**config.mk**
```make
export PLATFORM = sky130hd
export DESIGN_NAME = sbuf_fence
export DESIGN_NICKNAME = d
export VERILOG_FILES = /design/src/rtl/sbuf_pkg.sv /design/src/rtl/sbuf_queue.sv /design/src/rtl/sbuf_match.sv /design/src/rtl/sbuf_fence.sv
export SDC_FILE = /design/constraint.sdc
export NUM_CORES = 1
export LEC_CHECK = 0
export BUFFER_PORTS_ARGS = -buffer_cell sky130_fd_sc_hd__buf_2
export CORE_MARGIN = 3
export CORE_UTILIZATION = 55
export DETAILED_ROUTE_END_ITERATION = 7
export PLACE_DENSITY = 0.89
export SYNTH_ARGS = -nofsm -noshare
export SYNTH_HDL_FRONTEND = slang
export SYNTH_SLANG_ARGS = --single-unit
```
**constraint.sdc**
```tcl
create_clock -name clk_i -period 3.2 [get_ports clk_i]
set_input_delay 0.16 -clock clk_i [delete_from_list [all_inputs] [get_ports clk_i]]
set_output_delay 0.16 -clock clk_i [all_outputs]
set_load 0.02 [all_outputs]
```
**src/rtl/sbuf_pkg.sv**
```systemverilog
package sbuf_pkg;
  typedef enum logic [1:0] {
    PS_IDLE   = 2'd0,
    PS_DRAIN  = 2'd1,
    PS_DIRECT = 2'd2
  } port_state_e;
endpackage

```
**src/rtl/sbuf_queue.sv**
```systemverilog
module sbuf_queue #(
  parameter int DEPTH = 4,
  parameter int AW    = 8,
  parameter int DW    = 16,
  localparam int PTR_W = (DEPTH > 1) ? $clog2(DEPTH) : 1,
  localparam int CNT_W = $clog2(DEPTH + 1)
) (
  input  logic                       clk_i,
  input  logic                       rst_ni,
  input  logic                       push_i,
  input  logic [AW-1:0]              push_addr_i,
  input  logic [DW-1:0]              push_data_i,
  input  logic                       pop_i,
  output logic [AW-1:0]              head_addr_o,
  output logic [DW-1:0]              head_data_o,
  output logic [CNT_W-1:0]           occ_o,
  output logic [DEPTH-1:0][AW-1:0]   ent_addr_o,
  output logic [DEPTH-1:0][DW-1:0]   ent_data_o,
  output logic [DEPTH-1:0]           ent_vld_o
);
  logic [AW-1:0]    addr_q [DEPTH];
  logic [DW-1:0]    data_q [DEPTH];
  logic [PTR_W-1:0] head_q, tail_q;
  logic [CNT_W-1:0] occ_q;

  function automatic logic [PTR_W-1:0] ptr_next(input logic [PTR_W-1:0] p);
    return (p == PTR_W'(DEPTH - 1)) ? '0 : p + 1'b1;
  endfunction

  always_ff @(posedge clk_i or negedge rst_ni) begin
    if (!rst_ni) begin
      head_q <= '0;
      tail_q <= '0;
      occ_q  <= '0;
    end else begin
      if (push_i) tail_q <= ptr_next(tail_q);
      if (pop_i)  head_q <= ptr_next(head_q);
      if (push_i && !pop_i)      occ_q <= occ_q + 1'b1;
      else if (pop_i && !push_i) occ_q <= occ_q - 1'b1;
    end
  end

  always_ff @(posedge clk_i) begin
    if (push_i) begin
      addr_q[tail_q] <= push_addr_i;
      data_q[tail_q] <= push_data_i;
    end
  end

  assign head_addr_o = addr_q[head_q];
  assign head_data_o = data_q[head_q];
  assign occ_o       = occ_q;

  // entries presented oldest first
  for (genvar i = 0; i < DEPTH; i++) begin : g_age
    logic [PTR_W:0]   sum;
    logic [PTR_W-1:0] idx;
    assign sum = {1'b0, head_q} + (PTR_W+1)'(i);
    assign idx = (sum >= (PTR_W+1)'(DEPTH)) ? PTR_W'(sum - (PTR_W+1)'(DEPTH)) : PTR_W'(sum);
    assign ent_addr_o[i] = addr_q[idx];
    assign ent_data_o[i] = data_q[idx];
    assign ent_vld_o[i]  = occ_q > CNT_W'(i);
  end
endmodule

```
**src/rtl/sbuf_match.sv**
```systemverilog
module sbuf_match #(
  parameter int DEPTH = 4,
  parameter int AW    = 8,
  parameter int DW    = 16
) (
  input  logic [DEPTH-1:0][AW-1:0] ent_addr_i,
  input  logic [DEPTH-1:0][DW-1:0] ent_data_i,
  input  logic [DEPTH-1:0]         ent_vld_i,
  input  logic [AW-1:0]            look_addr_i,
  output logic                     hit_o,
  output logic [DW-1:0]            data_o
);
  logic [DEPTH-1:0] hit_v;

  for (genvar i = 0; i < DEPTH; i++) begin : g_cmp
    assign hit_v[i] = ent_vld_i[i] && (ent_addr_i[i] == look_addr_i);
  end

  // youngest match wins: later index overrides
  always_comb begin
    data_o = '0;
    for (int i = 0; i < DEPTH; i++) begin
      if (hit_v[i]) data_o = ent_data_i[i];
    end
  end

  assign hit_o = |hit_v;
endmodule

```
**src/rtl/sbuf_fence.sv**
```systemverilog
module sbuf_fence
  import sbuf_pkg::*;
#(
  parameter int DEPTH = 4,
  parameter int AW    = 8,
  parameter int DW    = 16
) (
  input  logic          clk_i,
  input  logic          rst_ni,
  input  logic          sc_mode_i,
  input  logic          cpu_req_i,
  input  logic          cpu_we_i,
  input  logic          cpu_fence_i,
  input  logic [AW-1:0] cpu_addr_i,
  input  logic [DW-1:0] cpu_wdata_i,
  output logic          cpu_ready_o,
  output logic [DW-1:0] cpu_rdata_o,
  output logic          mem_req_o,
  output logic          mem_we_o,
  output logic [AW-1:0] mem_addr_o,
  output logic [DW-1:0] mem_wdata_o,
  input  logic          mem_ack_i,
  input  logic [DW-1:0] mem_rdata_i
);
  localparam int CNT_W = $clog2(DEPTH + 1);

  port_state_e state_q, state_d;

  logic [CNT_W-1:0]         occ;
  logic [AW-1:0]            head_addr;
  logic [DW-1:0]            head_data;
  logic [DEPTH-1:0][AW-1:0] ent_addr;
  logic [DEPTH-1:0][DW-1:0] ent_data;
  logic [DEPTH-1:0]         ent_vld;
  logic                     fwd_hit;
  logic [DW-1:0]            fwd_data;

  logic          dir_we_q;
  logic [AW-1:0] dir_addr_q;
  logic [DW-1:0] dir_data_q;

  logic is_fence, is_st, is_ld, empty, full, idle;
  logic st_buffer, ld_fwd, direct_ok, direct_done, pop, fence_ok;

  assign is_fence = cpu_req_i && cpu_fence_i;
  assign is_st    = cpu_req_i && !cpu_fence_i && cpu_we_i;
  assign is_ld    = cpu_req_i && !cpu_fence_i && !cpu_we_i;
  assign empty    = (occ == '0);
  assign full     = (occ == CNT_W'(DEPTH));
  assign idle     = (state_q == PS_IDLE);

  assign st_buffer   = is_st && !sc_mode_i && !full;
  assign ld_fwd      = is_ld && !sc_mode_i && fwd_hit;
  assign direct_ok   = idle && (sc_mode_i ? (empty && (is_st || is_ld))
                                          : (is_ld && !fwd_hit));
  assign direct_done = (state_q == PS_DIRECT) && mem_ack_i;
  assign pop         = (state_q == PS_DRAIN) && mem_ack_i;
  assign fence_ok    = is_fence && empty && idle;

  assign cpu_ready_o = st_buffer || ld_fwd || direct_done || fence_ok;
  assign cpu_rdata_o = direct_done ? mem_rdata_i : fwd_data;

  sbuf_queue #(.DEPTH(DEPTH), .AW(AW), .DW(DW)) u_queue (
    .clk_i       (clk_i),
    .rst_ni      (rst_ni),
    .push_i      (st_buffer),
    .push_addr_i (cpu_addr_i),
    .push_data_i (cpu_wdata_i),
    .pop_i       (pop),
    .head_addr_o (head_addr),
    .head_data_o (head_data),
    .occ_o       (occ),
    .ent_addr_o  (ent_addr),
    .ent_data_o  (ent_data),
    .ent_vld_o   (ent_vld)
  );

  sbuf_match #(.DEPTH(DEPTH), .AW(AW), .DW(DW)) u_match (
    .ent_addr_i  (ent_addr),
    .ent_data_i  (ent_data),
    .ent_vld_i   (ent_vld),
    .look_addr_i (cpu_addr_i),
    .hit_o       (fwd_hit),
    .data_o      (fwd_data)
  );

  // a direct access from the processor wins the idle port over draining
  always_comb begin
    state_d = state_q;
    unique case (state_q)
      PS_IDLE: begin
        if (direct_ok)   state_d = PS_DIRECT;
        else if (!empty) state_d = PS_DRAIN;
      end
      PS_DRAIN, PS_DIRECT: if (mem_ack_i) state_d = PS_IDLE;
      default: state_d = PS_IDLE;
    endcase
  end

  always_ff @(posedge clk_i or negedge rst_ni) begin
    if (!rst_ni) begin
      state_q    <= PS_IDLE;
      dir_we_q   <= 1'b0;
      dir_addr_q <= '0;
      dir_data_q <= '0;
    end else begin
      state_q <= state_d;
      if (direct_ok) begin
        dir_we_q   <= cpu_we_i;
        dir_addr_q <= cpu_addr_i;
        dir_data_q <= cpu_wdata_i;
      end
    end
  end

  assign mem_req_o   = (state_q != PS_IDLE);
  assign mem_we_o    = (state_q == PS_DRAIN) ? 1'b1 : dir_we_q;
  assign mem_addr_o  = (state_q == PS_DRAIN) ? head_addr : dir_addr_q;
  assign mem_wdata_o = (state_q == PS_DRAIN) ? head_data : dir_data_q;
endmodule

```
==> key figures, run 1 <==
Run status
  • Status: complete, but fails checks
  • Failing checks: design-rule violations, negative setup slack

Setup path
  • Setup CP Type: flop to output pin
  • Critical Path AT: 3.47 ns
  • Critical path depth in cells: 10
  • Buf/Inv on CP: 3
  • Worst-path cell with the longest stage delay: dfrtp_4
  • Crit path cell chain: ha_4 -> buf_6 -> mux4_2 -> xnor2_2 -> nand3_1 -> buf_4 -> nor3b_2 -> a311oi_2 -> o31ai_2 -> buf_2
  • CP Max Fanout: 16
  • CP endpoint kind: output pin
  • CP Launch Type: flop
  • R2R cell count: 10
  • CP max stage delay: 0.52 ns
  • CP Data Required Time: 3.04 ns
  • Kind of cell adding the most delay to the critical path: buffers and inverters

Place
  • DP HPWL: around 17,000 um
  • GP Congestion: 0.950
  • Place WS: -0.0930 ns
  • Port bufs: 89

Yosys
  • Cell variety after synth: 56
  • Mapped Cells: 774
  • Cell taking the most area after synthesis: edfxtp_1
  • EDFF count, synth: 96
  • Async SR Flop Fraction: 0.262
  • Seq cells post-synth: between 100 and 150
  • Seq/Total Area, Yosys: 0.398
  • Predominant post-synthesis flop cell: edfxtp_1
  • Most frequent cell after synthesis: edfxtp_1
  • Yosys Warn Count: 0
  • Area of the mapped netlist: around 9400 sq um
  • Syn_nets: 836
  • Top post-synthesis cells by area: edfxtp_1, mux4_2, dfrtp_1
  • Top cell type's share of synthesized area: 0.307
  • Synth cell count leaders: edfxtp_1, mux4_2, nand2_1
  • Avg Cell Area, Syn: 12.1 sq um

Floorplan
  • Die height: 137 um
  • Die W: 137 um
  • Core area: between 15,000 and 20,000 sq um
  • Row cnt: 47
  • Initial Utilization: 0.564
  • IO Pins: 90
  • DIE AREA: 18,700 sq um

STA
  • Hold Vio Cnt, Final: 0
  • Clock skew: 0.00910 ns
  • Max Freq: 276 MHz
  • Final WS setup: -0.426 ns
  • Final slew viol count: 0
  • Fin Hold WS: roughly 0.10 ns
  • Slew margin rel.: 0.242
  • RSZ-0062 raised after global routing: true
  • Crit share post-route: 1.13
  • Worst-Margin Slew: approximately 1.1 ns
  • Final worst path period need: 3.63 ns
  • Final setup violation count: 17

Clock tree
  • Htree depth: 4
  • Clk root buf: clkbuf_16
  • CTS clk-pin slew, worst paths: roughly 0.06 ns
  • Clk_lat worst skew: roughly 0.43 ns
  • TritonCTS clock tree: built
  • Clock Sinks: 130
  • Total CTS buffers: 17
  • Maximum root-to-sink buffer count: 2

GRT
  • Total track usage: 0.314
  • First-pass GRT wire length: 44,500 um
  • Vias in the first global route: 7,986
  • Gr ovfl total: 0
  • Initial antenna violation count: 1
  • Pin count of the biggest net entering global routing: between 50 and 60

Routing
  • Vias per cell: 7.43
  • Drt total wl: 31,000 um
  • Iteration count of the initial detailed-routing pass: 8
  • Drt wl/cell: between 20 and 30 um
  • Via Count: 8,192
  • Post-route DRC: 1
  • ANT nets after route: 0
  • Iteration-0 DRC Markers: 1,622

Worst hold path
  • Hold Path Depth: 1
  • Hold crit path type: input port to flop

Final layout
  • # diodes: 0
  • Synth-to-layout area growth: 21.6%
  • Filler Cell Count: 1,057
  • Nets@finish: a little over 900
  • Ratio of cells with drive above 1 in the final layout: 0.405

Power
  • Power per cell area: 918 nW/um^2
  • Leak pwr: 4.16 nW
  • VDD IR max: 0.659 mV

Flow run
  • Max-cap violation count: 0
## cell type report
| type | count | area, sq um | share of cell area |
|---|---|---|---|
| repair buffers | 155 | 1140 | 0.0999 |
| well taps | 220 | 275 | 0.0241 |
| inverters | 10 | 37.5 | 0.00329 |
| flip-flops and latches | 130 | 3740 | 0.328 |
| multi-input cells | 555 | 5600 | 0.491 |
| clock inverters | 13 | 175 | 0.0154 |
| clock buffers | 19 | 443 | 0.0388 |
## worst paths after layout
path | slack [ns] | to | from
worst max-delay path | -0.43 | cpu_rdata_o[14] | u_queue.head_q[0]
worst min-delay path | 0.10 | u_queue.addr_q[2][5] | cpu_addr_i[5]
worst max register to register | 0.02 | dir_addr_q[2] | u_queue.head_q[0]
worst min register to register | 0.56 | dir_we_q | dir_we_q
max in group asynchronous | 2.12 | u_queue.head_q[0] | rst_ni
min in group asynchronous | 0.45 | dir_data_q[6] | rst_ni
## layer usage
metal	routed length [um]	global-route usage	up-vias
li1	-	-	3269
met1	10500	0.408	3880
met2	14700	0.503	841
met3	4100	0.0717	202
met4	1720	0.149	0
met5	0	0	-
## flip-flops by register name, indices dropped and copies added, names as in the netlist
signal	count
dir_addr_q	8
dir_data_q	16
dir_we_q	1
state_q	2
u_queue.addr_q	32
u_queue.data_q	64
u_queue.head_q	2
u_queue.occ_o	3
u_queue.tail_q	2
## cells by family after synthesis
family / count (synthesis) / share of synthesized area
buffers and inverters: 89 / 0.0443
AO/OA/AOI/OAI: 160 / 0.132
XOR/XNOR: 39 / 0.0364
AND/OR/NAND/NOR: 213 / 0.116
flip-flops: 130 / 0.398
multiplexers: 128 / 0.253
adder cells (fa/ha/maj): 15 / 0.0200
## report_power, final
group | internal, mW | switching, mW
combinational | 2.78 | 3.30
clock | 1.26 | 0.785
sequential | 2.05 | 0.297
total | 6.09 | 4.38
## through the flow
step,power [mW],utilization,area (sq um),setup TNS (ns),cells
after detailed placement,7.74,0.610,10200,-0.698,1043
after global placement,7.57,0.610,10200,0,1043
final,10.5,0.685,11400,-5.80,1102
after floorplan,6.51,-,9460,0,774
after CTS,10.0,0.669,11100,-4.21,1094
after global routing,10.9,0.685,11400,-6.97,1102
## worst register-to-register path, stage by stage (launching register included)
cell and delay [ns]:
dfrtp_4 0.52, ha_4 0.35, buf_6 0.15, mux4_2 0.53, xnor2_2 0.21, nand3_1 0.14
or2_4 0.34, clkbuf_16 0.21, and3_4 0.18, buf_4 0.23, o211ai_1 0.24
## cell usage in the layout, fill, tap and decap left out, types with 17 or more instances in the layout
cell           count
mux2i_1           22
nand2_1           65
dfrtp_1           32
a21oi_1           30
mux4_2            85
o211ai_2          19
nand4_1           25
o2bb2ai_1         23
mux2_2            21
edfxtp_1          96
dlygate4sd3_1     17
clkbuf_16         20
xnor2_1           23
buf_2             81
buf_4             44
and3_1            18
nor2_1            47
## timing repair
item                       in CTS  in global routing
hold endpoints to repair       98                  0
hold buffers                   17                  0
setup endpoints to repair      19                 17
pin swaps                       1                 22
setup buffers                   2                  5
gates resized for setup        29                 34
cloned                          0                  3
No activity file was read; power rests on OpenSTA's default activity.
==> run 2: changes to the inputs <==
--- a/config.mk
+++ b/config.mk
@@ -6,10 +6,10 @@
 export NUM_CORES = 1
 export LEC_CHECK = 0
 export BUFFER_PORTS_ARGS = -buffer_cell sky130_fd_sc_hd__buf_2
-export CORE_MARGIN = 3
-export CORE_UTILIZATION = 55
+export CORE_MARGIN = 10
+export CORE_UTILIZATION = 60
 export DETAILED_ROUTE_END_ITERATION = 7
-export PLACE_DENSITY = 0.89
+export PLACE_DENSITY = 0.92
 export SYNTH_ARGS = -nofsm -noshare
 export SYNTH_HDL_FRONTEND = slang
 export SYNTH_SLANG_ARGS = --single-unit
==> constraint.sdc (replaced) <==
create_clock -name clk_i -period 4.7 [get_ports clk_i]
set_input_delay 0.235 -clock clk_i [delete_from_list [all_inputs] [get_ports clk_i]]
set_output_delay 0.235 -clock clk_i [all_outputs]
set_load 0.02 [all_outputs]
==> run 2 against run 1 <==
First-iteration DRC count decreased by 24%. Final area is 8.0% lower. Highest routed layer unchanged. The run now ends clean. Register-to-register slack better by 1.1 ns. Sequential power is 33% lower. Clock skew up 0.0027 ns. Sequential share of layout area grew 2.8 points.
==> key figures, run 2 (synthesis gave the netlist of run 1 again) <==
Run status
  • Status: finished, final reports clean

STA
  • RSZ-0062 raised after global routing: false
  • Fin Hold WS: ~0.036 ns
  • Setup TNS: 0 ns
  • Final setup violation count: 0
  • Slew margin rel.: 0.318
  • Max Freq: 227 MHz
  • Crit share post-route: 0.938
  • Final worst path period need: around 4.4 ns
  • Worst-Margin Slew: 1.02 ns
  • Hold Vio Cnt, Final: 0
  • Final slew viol count: 0
  • Clock skew: 0.0118 ns

Final layout
  • Leading cell type in the layout, fill and taps excluded: edfxtp_1
  • Nets@finish: 883
  • Max reg flops: 64
  • Fin util: 0.688
  • Synth-to-layout area growth: 11.9%
  • Biggest regs: u_queue.data_q (64), u_queue.addr_q (32), dir_data_q (16)
  • Post-route cell area: 10,500 sq um
  • Commonest cells after routing, fill and taps aside: edfxtp_1, buf_2, mux4_2
  • Register with the most flip-flops: u_queue.data_q
  • Ratio of cells with drive above 1 in the final layout: 0.330

Power
  • VDD IR max: 0.548 mV
  • Power per cell area: ~640 nW/um^2
  • Leak pwr: 3.75 nW

Place
  • GP Congestion: ~0.88
  • Port bufs: 89
  • Dpl cell area: 9860 sq um
  • DP HPWL: between 15,000 and 20,000 um

Setup path
  • Setup CP Type: flop to output pin
  • CP Data Required Time: 4.47 ns
  • CP endpoint kind: output pin
  • Critical Path AT: 4.17 ns
  • CP Max Fanout: 26
  • CP Launch Type: flop

Floorplan
  • DIE AREA: about 21,000 sq um
  • Row cnt: 45
  • Core area: ~15,000 sq um
  • Die height: around 150 um
  • IO Pins: 90
  • Die W: 145 um
  • Initial Utilization: 0.615

Clock tree
  • CTS clk-pin slew, worst paths: 0.06 ns
  • Total CTS buffers: 17
  • Clk_lat worst skew: 0.44 ns
  • Maximum root-to-sink buffer count: 2
  • TritonCTS clock tree: built
  • Clk root buf: clkbuf_16
  • Htree depth: 4
  • Clock Sinks: 130

Flow run
  • Max-cap violation count: 0

GRT
  • Initial antenna violation count: 0
  • Total track usage: 0.252
  • Gr ovfl total: 0
  • Pin count of the biggest net entering global routing: approximately 110
  • First-pass GRT wire length: between 40,000 and 50,000 um
  • Vias in the first global route: 7,547

Routing
  • Iteration count of the initial detailed-routing pass: 5
  • Vias per cell: 7.36
  • Via Count: 7,718
  • Post-route DRC: 0
  • Drt total wl: 27,200 um
  • Iteration-0 DRC Markers: 1,229
  • Drt wl/cell: 26.0 um
  • ANT nets after route: 0

Worst hold path
  • Hold crit path type: input port to flop
-- run 2: metrics by stage --
stage	worst slack [ns]	instances	total power [mW]
floorplan	1.38	774	4.41
global placement	0.843	1012	5.12
detailed placement	0.688	1012	5.23
CTS	0.224	1045	6.66
global route	0.111	1045	7.00
finish	0.290	1048	6.70
-- run 2: power breakdown --
group / total, mW / switching (mW) / internal [mW] / leakage, nW
sequential: 1.57 / 0.174 / 1.39 / 1.21
clock: 1.39 / 0.507 / 0.882 / 0.287
combinational: 3.74 / 2.05 / 1.70 / 2.25
total: 6.70 / 2.73 / 3.97 / 3.75
-- run 2: final timing paths --
path / startpoint / endpoint / slack [ns] / cells after the start
max in group asynchronous: rst_ni / u_queue.head_q[0] / 3.57 / 2
max reg2reg: u_queue.head_q[0] / state_q[1] / 1.15 / 10
min in group asynchronous: rst_ni / dir_data_q[9] / 0.46 / 2
max: u_queue.head_q[0] / cpu_rdata_o[11] / 0.29 / 10
min reg2reg: dir_we_q / dir_we_q / 0.55 / 2
min: cpu_wdata_i[12] / u_queue.data_q[3][12] / 0.04 / 1
-- run 2: timing repair --
item | 4_1_cts | 5_1_grt
endpoints found under the hold margin | 34 | 0
endpoints found under the setup margin | 0 | 11
setup buffers | 0 | 0
hold buffers | 1 | 0
gates resized for setup | 0 | 1
-- run 2: final cells by class --
| cell class | instances | area (sq um) |
|---|---|---|
| flip-flops and latches | 130 | 3740 |
| repair buffers | 107 | 596 |
| clock buffers | 18 | 429 |
| clock inverters | 14 | 189 |
| diodes | 3 | 7.51 |
| multi-input cells | 555 | 5240 |
| inverters | 10 | 37.5 |
| fillers | 1014 | 4760 |
| well taps | 211 | 264 |
-- run 2: per-layer routing --
metal	track usage	routed length (um)	up-vias
met5	0	0	-
met4	0.0960	841	0
met3	0.0776	3510	96
met2	0.401	13100	659
met1	0.316	9790	3790
li1	-	-	3173
-- run 2: critical path: stages (launching register included) --
cell and delay, ns:
dfrtp_4 0.49, ha_2 0.56, buf_4 0.46, mux4_2 0.39, xnor2_1 0.19, nand3_1 0.14, nor4_4 0.28, buf_4 0.29
a21o_1 0.51, o31ai_1 0.21, buf_2 0.20
